**src/rtl/sbs_pkg.sv**
```systemverilog
package sbs_pkg;
  typedef enum logic [1:0] {
    ROUTE_HOLD      = 2'd0,
    ROUTE_RESOLVED  = 2'd1,
    ROUTE_PREDICTED = 2'd2
  } route_e;
endpackage

```
**src/rtl/sbs_rst_sync.sv**
```systemverilog
module sbs_rst_sync #(
  parameter int STAGES = 2
) (
  input  logic clk,
  input  logic rst_n,
  output logic srst_n
);
  logic [STAGES-1:0] chain_q;
  logic [STAGES-1:0] chain_d;

  always_comb begin
    chain_d = {chain_q[STAGES-2:0], 1'b1};
  end

  always_ff @(posedge clk or negedge rst_n) begin
    if (!rst_n) chain_q <= '0;
    else        chain_q <= chain_d;
  end

  assign srst_n = chain_q[STAGES-1];
endmodule

```
**src/rtl/sbs_issue_ctl.sv**
```systemverilog
module sbs_issue_ctl
  import sbs_pkg::*;
#(
  parameter int ADDR_W     = 32,
  parameter int INSN_BYTES = 4
) (
  input  logic              br_valid,
  input  logic              br_uncond,
  input  logic              br_indirect,
  input  logic              tgt_ready,
  input  logic              cond_ready,
  input  logic              cond_taken,
  input  logic              hint_taken,
  input  logic [ADDR_W-1:0] br_pc,
  input  logic [ADDR_W-1:0] br_target,
  input  logic              slot_busy,
  input  logic              flushing,
  output route_e            route,
  output logic              stall,
  output logic              dir_taken,
  output logic [ADDR_W-1:0] next_pc,
  output logic [ADDR_W-1:0] fall_pc
);
  localparam logic [ADDR_W-1:0] STEP = ADDR_W'(INSN_BYTES);

  logic needs_guess;
  logic tgt_block;
  logic slot_block;

  always_comb begin
    needs_guess = !br_uncond && !cond_ready;
    tgt_block   = br_indirect && !tgt_ready;
    slot_block  = needs_guess && slot_busy;
    stall       = br_valid && (tgt_block || slot_block || flushing);

    if (!br_valid || stall) route = ROUTE_HOLD;
    else if (needs_guess)   route = ROUTE_PREDICTED;
    else                    route = ROUTE_RESOLVED;

    if (br_uncond)       dir_taken = 1'b1;
    else if (cond_ready) dir_taken = cond_taken;
    else                 dir_taken = hint_taken;

    fall_pc = br_pc + STEP;
    next_pc = dir_taken ? br_target : fall_pc;
  end
endmodule

```
**src/rtl/sbs_spec_slot.sv**
```systemverilog
module sbs_spec_slot #(
  parameter int ADDR_W = 32
) (
  input  logic              clk,
  input  logic              srst_n,
  input  logic              load,
  input  logic              release_slot,
  input  logic              guess_in,
  input  logic [ADDR_W-1:0] tgt_in,
  input  logic [ADDR_W-1:0] fall_in,
  output logic              busy,
  output logic              guess,
  output logic [ADDR_W-1:0] tgt,
  output logic [ADDR_W-1:0] fall
);
  logic              busy_q, busy_d;
  logic              guess_q;
  logic [ADDR_W-1:0] tgt_q, fall_q;
  logic              data_en;

  always_comb begin
    busy_d  = busy_q;
    if (release_slot) busy_d = 1'b0;
    if (load)         busy_d = 1'b1;
    data_en = load;
  end

  always_ff @(posedge clk or negedge srst_n) begin
    if (!srst_n) busy_q <= 1'b0;
    else         busy_q <= busy_d;
  end

  always_ff @(posedge clk or negedge srst_n) begin
    if (!srst_n) begin
      guess_q <= 1'b0;
      tgt_q   <= '0;
      fall_q  <= '0;
    end else if (data_en) begin
      guess_q <= guess_in;
      tgt_q   <= tgt_in;
      fall_q  <= fall_in;
    end
  end

  assign busy  = busy_q;
  assign guess = guess_q;
  assign tgt   = tgt_q;
  assign fall  = fall_q;
endmodule

```
**src/rtl/sbs_resolve.sv**
```systemverilog
module sbs_resolve #(
  parameter int ADDR_W = 32
) (
  input  logic              res_valid,
  input  logic              res_taken,
  input  logic              busy,
  input  logic              guess,
  input  logic [ADDR_W-1:0] tgt,
  input  logic [ADDR_W-1:0] fall,
  output logic              settle,
  output logic              wrong,
  output logic              right,
  output logic [ADDR_W-1:0] restart_pc
);
  always_comb begin
    settle     = res_valid && busy;
    wrong      = settle && (res_taken != guess);
    right      = settle && (res_taken == guess);
    restart_pc = res_taken ? tgt : fall;
  end
endmodule

```
**src/rtl/static_branch_steer.sv**
```systemverilog
module static_branch_steer
  import sbs_pkg::*;
#(
  parameter int ADDR_W     = 32,
  parameter int INSN_BYTES = 4,
  parameter int RST_STAGES = 2
) (
  input  logic              clk,
  input  logic              rst_n,
  input  logic              br_valid,
  input  logic              br_uncond,
  input  logic              br_indirect,
  input  logic              tgt_ready,
  input  logic              cond_ready,
  input  logic              cond_taken,
  input  logic              hint_taken,
  input  logic [ADDR_W-1:0] br_pc,
  input  logic [ADDR_W-1:0] br_target,
  input  logic              res_valid,
  input  logic              res_taken,
  input  logic              fetch_valid,
  output logic              issue_stall,
  output logic              steer_valid,
  output logic              steer_predicted,
  output logic              steer_taken,
  output logic [ADDR_W-1:0] steer_pc,
  output logic              spec_tag,
  output logic              fetch_cond,
  output logic              commit,
  output logic              flush,
  output logic [ADDR_W-1:0] flush_pc
);
  logic              srst_n;
  route_e            route;
  logic              dir_taken;
  logic [ADDR_W-1:0] next_pc, fall_pc;
  logic              busy, guess;
  logic [ADDR_W-1:0] held_tgt, held_fall;
  logic              settle, wrong, right;
  logic [ADDR_W-1:0] restart_pc;

  sbs_rst_sync #(.STAGES(RST_STAGES)) u_rst (
    .clk(clk), .rst_n(rst_n), .srst_n(srst_n)
  );

  sbs_issue_ctl #(.ADDR_W(ADDR_W), .INSN_BYTES(INSN_BYTES)) u_issue (
    .br_valid(br_valid), .br_uncond(br_uncond), .br_indirect(br_indirect),
    .tgt_ready(tgt_ready), .cond_ready(cond_ready), .cond_taken(cond_taken),
    .hint_taken(hint_taken), .br_pc(br_pc), .br_target(br_target),
    .slot_busy(busy), .flushing(wrong), .route(route), .stall(issue_stall),
    .dir_taken(dir_taken), .next_pc(next_pc), .fall_pc(fall_pc)
  );

  sbs_spec_slot #(.ADDR_W(ADDR_W)) u_slot (
    .clk(clk), .srst_n(srst_n), .load(route == ROUTE_PREDICTED),
    .release_slot(settle), .guess_in(dir_taken), .tgt_in(br_target),
    .fall_in(fall_pc), .busy(busy), .guess(guess), .tgt(held_tgt),
    .fall(held_fall)
  );

  sbs_resolve #(.ADDR_W(ADDR_W)) u_res (
    .res_valid(res_valid), .res_taken(res_taken), .busy(busy), .guess(guess),
    .tgt(held_tgt), .fall(held_fall), .settle(settle), .wrong(wrong),
    .right(right), .restart_pc(restart_pc)
  );

  always_comb begin
    steer_valid     = (route != ROUTE_HOLD);
    steer_predicted = (route == ROUTE_PREDICTED);
    steer_taken     = steer_valid && dir_taken;
    steer_pc        = next_pc;
    spec_tag        = busy;
    fetch_cond      = fetch_valid && busy;
    commit          = right;
    flush           = wrong;
    flush_pc        = restart_pc;
  end
endmodule

```
**config.mk**
```make
export PLATFORM = sky130hd
export DESIGN_NAME = static_branch_steer
export DESIGN_NICKNAME = d
export VERILOG_FILES = /design/src/rtl/sbs_pkg.sv /design/src/rtl/sbs_rst_sync.sv /design/src/rtl/sbs_issue_ctl.sv /design/src/rtl/sbs_spec_slot.sv /design/src/rtl/sbs_resolve.sv /design/src/rtl/static_branch_steer.sv
export SDC_FILE = /design/constraint.sdc
export NUM_CORES = 1
export LEC_CHECK = 0
export BUFFER_PORTS_ARGS = -buffer_cell sky130_fd_sc_hd__buf_2
export CORE_UTILIZATION = 50
export CTS_BUF_LIST = sky130_fd_sc_hd__clkbuf_8
export CTS_CLUSTER_DIAMETER = 100
export DETAILED_ROUTE_END_ITERATION = 10
export PLACE_DENSITY = 0.83
export SYNTH_ARGS = -nofsm -noshare
export SYNTH_HDL_FRONTEND = slang
export SYNTH_SLANG_ARGS = --single-unit
export TNS_END_PERCENT = 30
```
**constraint.sdc**
```tcl
create_clock -name clk -period 2.5 [get_ports clk]
set_input_delay 0.5 -clock clk [delete_from_list [all_inputs] [get_ports clk]]
set_output_delay 0.5 -clock clk [all_outputs]
set_load 0.005 [all_outputs]
```
==> flow_summary.ini, run 1 <==
[sta]
finClkSkew_ns = 0.01050
rsz0062_at_grt = true
min_period_over_period_pct = 99.98
slew_violations = 0
holdWs_ns = 0.3544
setup_viol = 0
finalHoldViolCount = 0
tightest_slew_ns = 0.7974
fmax_mhz = 400.1
fin_crit_ns = 2.500
slew_headroom_pct = 46.84

[yosys]
synth-seq-area-share_pct = 42.88
synth_edf_count = 0
ys_dominant_reg_cell = dfrtp_1
synth_fp_nets = 548
async_flop_share_pct = 100.0
synth-seq-cells = 68
postSynthCellCount = 471
synth_area_um2 = 3969
yosys_warnings = 0
syn_area_per_cell_um2 = 8.426
synth_cell_type_count = 37

[setup_path]
worstPathRequired_ns = 2.00
cp_max_fo = 7
endpoint_kind = primary output
cp.arrival_ns = 2.00
start_kind = input port
critPathKind = in -> out

[power_and_ir_drop]
power.leakage_uw = 0.002591
peakVddDrop_uv = 333.9
powerDensity_nw_per_um2 = 613.0

[global_routing]
grt-ovfl-total = 0
grt_pass1_wl_um = 18710
antenna_found_initial = 0
grt_max_degree = 56
gr-usage-all-layers_pct = 28.19
first_global_vias = 4108

[placement]
placed_area_um2 = 5000
portBuffers = 147
dpl.cell_count = 728
gp_congestion = 0.8640
post-dp-hpwl_um = 8433

[floorplan]
rows = 32
die_w_um = 91.10
start_util_pct = 51.63
die_h_um = 91.10
core_area_um2 = 7687
ios = 148
design.die.area_um2 = 8298

[clock_tree]
cts_tree = yes
cts.sinks = 68
cts_max_level = 3
insertion_delay_ns = 0.34
cts_buffer_depth = 2
cts_buffers = 9
cts_root_buffer = clkbuf_8
clk_pin_slew_ns = 0.08

[layout]
drive_gt1_share_pct = 40.65
fin_cells = 749
final_core_util_pct = 69.48
syn2layout_area_growth_pct = 34.58
antennaDiodeCount = 0
fillers = 645
final_nets = 719
final_area_um2 = 5341

[detailed_routing]
drt_pass1_iterations = 5
postRouteAntennaNets = 0
wl_um = 11780
drc = 0
via_count = 4244
viasPerCell = 5.666
highest_layer = met4
drtIter0Drc = 248
met2_length_um = 5991
wl_per_cell_um = 15.73
wl_met3_um = 654
drt-met1-wl_um = 4914

[flow_run]
maxCapViolCount = 0

[worst_hold_path]
holdCritPathClass = reg -> async

[status]
status = finished clean
## power breakdown
part | switching [µW] | internal [µW]
registers | 130 | 1340
clock network | 417 | 479
logic | 451 | 459
total | 999 | 2280
## layer usage
layer  vias to the layer above  GRT usage (%)
met3                        27          4.020
met5                         -              0
met4                         0          11.90
met1                      2023          36.36
li1                       1989              -
met2                       205          47.47
## path summary, 6_finish.rpt
| kind | start | endpoint | slack [ns] | depth (start not counted) |
|---|---|---|---|---|
| max reg2reg | u_slot.busy | u_slot.fall[31] | 0.92 | 6 |
| min reg2reg | u_rst.chain_q[1] | u_slot.fall[3] | 0.35 | 0 |
| min | u_rst.chain_q[1] | u_slot.fall[3] | 0.35 | 0 |
| max | br_pc[22] | steer_pc[27] | 0.0004 | 6 |
| min in group clk | br_target[12] | u_slot.tgt[12] | 0.36 | 3 |
| max in group asynchronous | u_rst.chain_q[1] | u_slot.fall[17] | 1.48 | 1 |
## what timing repair did
action	4_1_cts	5_1_grt
resized for setup	3	21
endpoints found under the setup margin	10	16
endpoints found under the hold margin	2	0
cloned	0	1
pin swaps	2	6
setup buffers	2	1
hold buffers	1	0
## area by class of cell
class                      instances  area (µm²)  area share [%]
inverter                           5       18.77          0.3514
clock buffer                      10       137.6           2.577
sequential                        68        1703           31.88
clock inverter                     6       56.30           1.054
timing repair buffer             186        1069           20.00
multi-input combinational        372        2230           41.74
tap                              102       127.6           2.389
## cells in the final DEF, fill, tap and decap left out, drive strengths merged, types with 6 or more instances in the layout
cell and instances:
o31ai 10, a31oi 34, buf 185, o21ai 22, or4 14, nand3 15, nand2 128, nand4 12
xor2 10, clkbuf 10, dfrtp 68, nor2 50, inv 6, a21oi 12, mux2 35
## sequential cells by signal (all words and copies together), names as in the netlist
signal,flops
u_slot.fall,32
u_slot.tgt,32
u_rst.chain_q,2
u_slot.busy,1
u_slot.guess,1
## cells in the mapped netlist, drive strengths merged (3+ instances only)
| library cell | n | area (µm²) |
|---|---|---|
| xor2 | 10 | 87.58 |
| o21ai | 22 | 110.1 |
| clkbuf | 17 | 73.82 |
| nand2 | 128 | 480.5 |
| and3 | 4 | 33.78 |
| dfrtp | 68 | 1702 |
| inv | 5 | 18.76 |
| buf | 10 | 72.57 |
| nand3 | 15 | 75.07 |
| a21oi | 12 | 60.06 |
| o31ai | 10 | 75.07 |
| a31oi | 34 | 212.7 |
| or3 | 3 | 18.77 |
| or4 | 14 | 105.1 |
| nand4 | 11 | 83.83 |
| nor2 | 50 | 187.7 |
| and2 | 3 | 18.77 |
| nor2b | 3 | 18.77 |
| mux2 | 35 | 394.1 |
| nor3 | 3 | 15.01 |
| and4 | 3 | 26.28 |
## critical path, stage by stage
cell and delay [ns]:
buf_2 0.13, and4_4 0.27, nand4_4 0.18, or4_1 0.56, a31oi_1 0.21, buf_2 0.14
## per-stage QoR
stage | setup TNS, ns | power (µW) | worst slack, ns
2_1_floorplan | 0 | 1950 | 0.2631
3_3_place_gp | -0.06351 | 2330 | -0.01737
3_5_place_dp | -0.2106 | 2380 | -0.04006
4_1_cts | 0 | 3275 | 0.003852
5_1_grt | -0.1027 | 3469 | -0.03820
6_report | 0 | 3274 | 0.0004268
## cell families (layout without fill, tap and decap cells)
group                      count (synthesis)  in the layout  synth area share, %
xor gates and xnor gates                  12             12                2.648
DFF                                       68             68                42.88
buffers and inverters                     32            207                4.161
and+or+nand+nor                          241            242                27.68
muxes                                     36             36                10.18
adders and majority gates                  1              1               0.3152
AOI/OAI and AO/OA                         80             80                12.04
other                                      1              1              0.09449
Note: power is estimated with default switching activity, not from simulation.
==> run 2: changes to the inputs <==
- clock period: 2.5 -> 2.8 ns (I/O delays scaled with it)
==> run 2 against run 1 <==
  * Critical path depth did not move
  * Worst setup slack improved by 0.081 ns
  * Combinational power fell by 15%
  * Non-clock buffer count fell by 24
  * Clock power rose by 5.2%
  * Die area did not move
  * Sequential power fell by 11%
  * Clock-buffer cell count rose by 2
  * Via count fell by 4.7%
  * Register-to-register slack improved by 0.33 ns
  * Highest routed layer unchanged
==> flow_summary.ini, run 2 (synthesized netlist as in run 1, its figures left out) <==
[setup_path]
cp.arrival_ns = 2.16
worstPathRequired_ns = 2.24
critPathKind = in -> out
ff2ff_setup_slack_ns = 1.25
cp_max_fo = 9
endpoint_kind = primary output
start_kind = input port

[clock_tree]
cts.sinks = 68
insertion_delay_ns = 0.35
cts_max_level = 3
cts_buffer_depth = 2
cts_tree = yes
cts_buffers = 9
cts_root_buffer = clkbuf_8
clk_pin_slew_ns = 0.07

[detailed_routing]
viasPerCell = 5.577
postRouteAntennaNets = 0
via_count = 4043
drtIter0Drc = 163
drt_pass1_iterations = 5
wl_um = 10990
wl_per_cell_um = 15.15
drc = 0

[global_routing]
use_met3_pct = 4.858
antenna_found_initial = 0
grt_max_degree = 64
gr-usage-met1_pct = 35.56
busiest_layer = met2
grt-ovfl-total = 0
grt_util_met2_pct = 47.10
gr-usage-all-layers_pct = 27.44
first_global_vias = 3976
grt_pass1_wl_um = 18360

[sta]
setup_viol = 0
setup_tns_ns = 0
finClkSkew_ns = 0.007979
holdWs_ns = 0.3493
layout_setup_ws_ns = 0.08130
slew_violations = 0
fmax_mhz = 367.8
fin_crit_ns = 2.719
rsz0062_at_grt = false
finalHoldViolCount = 0
slew_headroom_pct = 48.40
min_period_over_period_pct = 97.10
tightest_slew_ns = 0.7740

[floorplan]
rows = 32
die_h_um = 91.10
core_area_um2 = 7687
start_util_pct = 51.63
ios = 148
die_w_um = 91.10
design.die.area_um2 = 8298

[layout]
drive_gt1_share_pct = 36.12
mostFrequentLayoutCells = 147 x buf_2, 128 x nand2_1, 67 x dfrtp_1
syn2layout_area_growth_pct = 28.44
fillers = 668
antennaDiodeCount = 0
final_nets = 695
final_core_util_pct = 66.31
final_common_cell = buf_2

[power_and_ir_drop]
peakVddDrop_uv = 361.6
power.total_uw = 3025
power.leakage_uw = 0.002467
powerDensity_nw_per_um2 = 593.4

[worst_hold_path]
holdCritPathClass = reg -> async

[placement]
portBuffers = 147
post-dp-hpwl_um = 7884
gp_congestion = 0.8530
place_ws_ns = 0.06404

[status]
status = finished clean

[flow_run]
maxCapViolCount = 0
run 2: what timing repair did:
item                                   in CTS  in global routing
buffers inserted                            0                  1
endpoints found under the hold margin       2                  0
hold buffers                                1                  0
setup endpoints to repair                   0                  8
gates resized for setup                     0                  4
run 2: layer usage:
| metal | vias up | wire length [µm] |
|---|---|---|
| li1 | 1947 | - |
| met1 | 1922 | 4806 |
| met2 | 154 | 5439 |
| met3 | 20 | 579 |
| met4 | 0 | 160 |
| met5 | - | 0 |
run 2: power by group:
part	leakage [µW]	switching, µW	internal, µW
registers	0.000825	118	1190
clock network	0.000120	372	572
logic	0.00152	383	386
run 2: cell type report:
cell class | count | area, µm² | share of cell area, %
Multi-Input combinational cell | 372 | 2136 | 41.90
Sequential cell | 68 | 1703 | 33.41
Timing Repair Buffer | 162 | 875.8 | 17.18
Clock buffer | 12 | 165.2 | 3.240
Tap cell | 102 | 127.6 | 2.504
Clock inverter | 4 | 71.32 | 1.399
Inverter | 5 | 18.77 | 0.3682
run 2: worst paths after layout:
kind,to,start,cells after the start
setup / recovery,steer_pc[30],br_pc[8],6
hold / removal,u_slot.fall[1],u_rst.chain_q[1],0
setup reg to reg,u_slot.fall[31],u_slot.busy,6
hold reg to reg,u_slot.fall[1],u_rst.chain_q[1],0
max in group asynchronous,u_slot.fall[17],u_rst.chain_q[1],1
min in group clk,u_rst.chain_q[1],u_rst.chain_q[0],0
run 2: metrics by stage:
stage,instance area [µm²],cells
after floorplan,3969,471
after global placement,4822,706
after detailed placement,4822,706
after CTS,5069,723
after global routing,5097,725
final,5097,725
run 2: worst max-delay path, cell delays in order:
cell and delay (ns):
buf_2 0.15, and4_2 0.32, nand4_4 0.19, or4_1 0.57
a31oi_1 0.21, buf_2 0.14
==> run 3: changes to the inputs <==
--- a/config.mk
+++ b/config.mk
@@ -7,9 +7,11 @@
 export LEC_CHECK = 0
 export BUFFER_PORTS_ARGS = -buffer_cell sky130_fd_sc_hd__buf_2
-export CORE_UTILIZATION = 50
+export CELL_PAD_IN_SITES_DETAIL_PLACEMENT = 1
+export CELL_PAD_IN_SITES_GLOBAL_PLACEMENT = 2
+export CORE_UTILIZATION = 26
 export CTS_BUF_LIST = sky130_fd_sc_hd__clkbuf_8
 export CTS_CLUSTER_DIAMETER = 100
 export DETAILED_ROUTE_END_ITERATION = 10
-export PLACE_DENSITY = 0.83
+export PLACE_DENSITY = 0.81
 export SYNTH_ARGS = -nofsm -noshare
 export SYNTH_HDL_FRONTEND = slang
==> constraint.sdc (replaced) <==
create_clock -name clk -period 2.5 [get_ports clk]
set_input_delay 0.5 -clock clk [delete_from_list [all_inputs] [get_ports clk]]
set_output_delay 0.5 -clock clk [all_outputs]
set_load 0.02 [all_outputs]
==> run 3 against run 2 <==
  * Sequential share of layout area down 4.7 points
  * Clock skew up 0.0018 ns
  * Wire length up 34%
  * Largest power group unchanged
  * Largest cell class unchanged
  * Via count up 4.0%
  * Combinational power up 59%
  * Clock power up 0.5%
  * Die area up 90%
  * Hold slack worse by 0.0038 ns
  * The run now ends with DRC, setup timing left
==> flow_summary.ini, run 3 (synthesized netlist as in run 1, its figures left out) <==
[status]
status = finished with violations
violations = DRC, setup timing

[global_routing]
gr-usage-met1_pct = 24.51
use_met3_pct = 4.193
busiest_layer = met2
grt_pass1_wl_um = 22940
grt-ovfl-total = 0
antenna_found_initial = 0
grt_max_degree = 41
grt_util_met2_pct = 31.34
first_global_vias = 4309
gr-usage-all-layers_pct = 18.76

[floorplan]
design.die.area_um2 = 15760
ios = 148
rows = 44
die_h_um = 125.6
core_area_um2 = 14700
start_util_pct = 27.00
die_w_um = 125.6

[sta]
holdWs_ns = 0.3454
layout_setup_ws_ns = -0.04050
finalHoldViolCount = 0
setup_viol = 6
slew_violations = 0
rsz0062_at_grt = true
finClkSkew_ns = 0.009761
tightest_slew_ns = 0.8565
slew_headroom_pct = 42.90
fmax_mhz = 393.6
fin_crit_ns = 2.541
min_period_over_period_pct = 101.6

[layout]
final_common_cell = nand2_1
final_nets = 744
syn2layout_area_growth_pct = 49.56
mostFrequentLayoutCells = 127 x nand2_1, 124 x buf_2, 67 x dfrtp_1
antennaDiodeCount = 0
drive_gt1_share_pct = 45.39
final_area_um2 = 5936

[detailed_routing]
via_count = 4204
wl_um = 14770
drtIter0Drc = 135
drt_pass1_iterations = 9
viasPerCell = 4.911
postRouteAntennaNets = 0
drc = 9
wl_per_cell_um = 17.26

[clock_tree]
insertion_delay_ns = 0.36
cts_max_level = 3
cts.sinks = 68
clk_pin_slew_ns = 0.08
cts_tree = yes
cts_buffers = 9
cts_root_buffer = clkbuf_8
cts_buffer_depth = 2

[power_and_ir_drop]
switchingPower_uw = 1272
p_clk_share_pct = 26.1
power.leakage_uw = 0.002797
peakVddDrop_uv = 290.2
powerDensity_nw_per_um2 = 612.6
p_int_uw = 2364
combPwrFrac_pct = 33.5
share_seq_of_total_power_pct = 40.4
power.total_uw = 3636
swShare_pct = 34.99

[placement]
gp_congestion = 0.7894
post-dp-hpwl_um = 10490
placed_area_um2 = 5238
place_ws_ns = -0.2058
portBuffers = 147

[setup_path]
crit_chain = buf_6 -> and4_4 -> buf_12 -> nand4_4 -> o31ai_1 -> a31oi_4 -> buf_6
cp_slowest_cell = o31ai_1
critPathMostFrequentCell = buf_6
cp-startpoint = br_pc[4]
endpoint_kind = primary output
reg2reg_from = u_slot.busy
critPathKind = in -> out
cp_max_fo = 7
worstPathRequired_ns = 2.00
crit_buf_inv = 3
cp.arrival_ns = 2.04
start_kind = input port
crit_family = compound AO/OA/AOI/OAI gates
critPathMaxStageDelay_ns = 0.60

[worst_hold_path]
holdCritPathClass = in -> reg
min_from = res_valid

[flow_run]
maxCapViolCount = 0
-- run 3: cell types whose count changed in the layout (fill, tap and decap cells not counted), moves of 3 or more --
cell,previous run,this run
buf_2,147,124
o31ai_1,10,7
or4_4,1,12
a31oi_2,0,3
clkinv_2,0,4
a31oi_1,34,26
a31oi_4,0,5
buf_6,0,22
or4_1,13,2
buf_4,12,59
-- run 3: worst paths after layout --
path | to | slack, ns | cells past startpoint
min in group asynchronous | u_slot.fall[2] | 0.37 | 0
worst min-delay path | u_slot.busy | 0.35 | 2
worst min register to register | u_rst.chain_q[1] | 0.36 | 0
max in group asynchronous | u_slot.fall[28] | 1.43 | 1
worst max register to register | u_slot.fall[31] | 0.76 | 6
worst max-delay path | steer_pc[31] | -0.04 | 7
-- run 3: metrics by stage --
step | instances | utilization, % | setup TNS [ns]
final | 856 | 40.38 | -0.1139
after global routing | 856 | 40.38 | -0.6862
after floorplan | 471 | - | 0
after detailed placement | 828 | 35.63 | -1.979
after global placement | 828 | 35.63 | -1.686
after CTS | 849 | 38.53 | -0.01825
-- run 3: power groups by stage --
stage               logic [µW]  clock network [µW]  registers (µW)
floorplan                  719                   0            1460
global placement          1130                   0            1470
detailed placement        1150                   0            1500
CTS                       1190                 992            1470
global route              1330                1030            1500
finish                    1220                 948            1470
-- run 3: repair_timing --
item | in CTS | in global routing
hold buffers | 1 | 0
endpoints found under the hold margin | 2 | 0
endpoints found under the setup margin | 16 | 17
pin swaps | 19 | 13
resized for setup | 42 | 42
setup buffers | 3 | 6
cloned | 1 | 1
-- run 3: metal layers --
metal	vias to the layer above	share of wire (%)
met4	0	1.0
met1	2062	46
met2	100	49
li1	2033	-
met3	9	4.0
met5	-	0
-- run 3: final cells by class --
cell class	instances	area [µm²]
multi-input combinational	372	2366
tap	184	230.2
inverter	5	18.77
clock inverter	5	50.05
clock buffer	11	151.4
fill	1772	8763
sequential	68	1703
timing repair buffer	211	1416
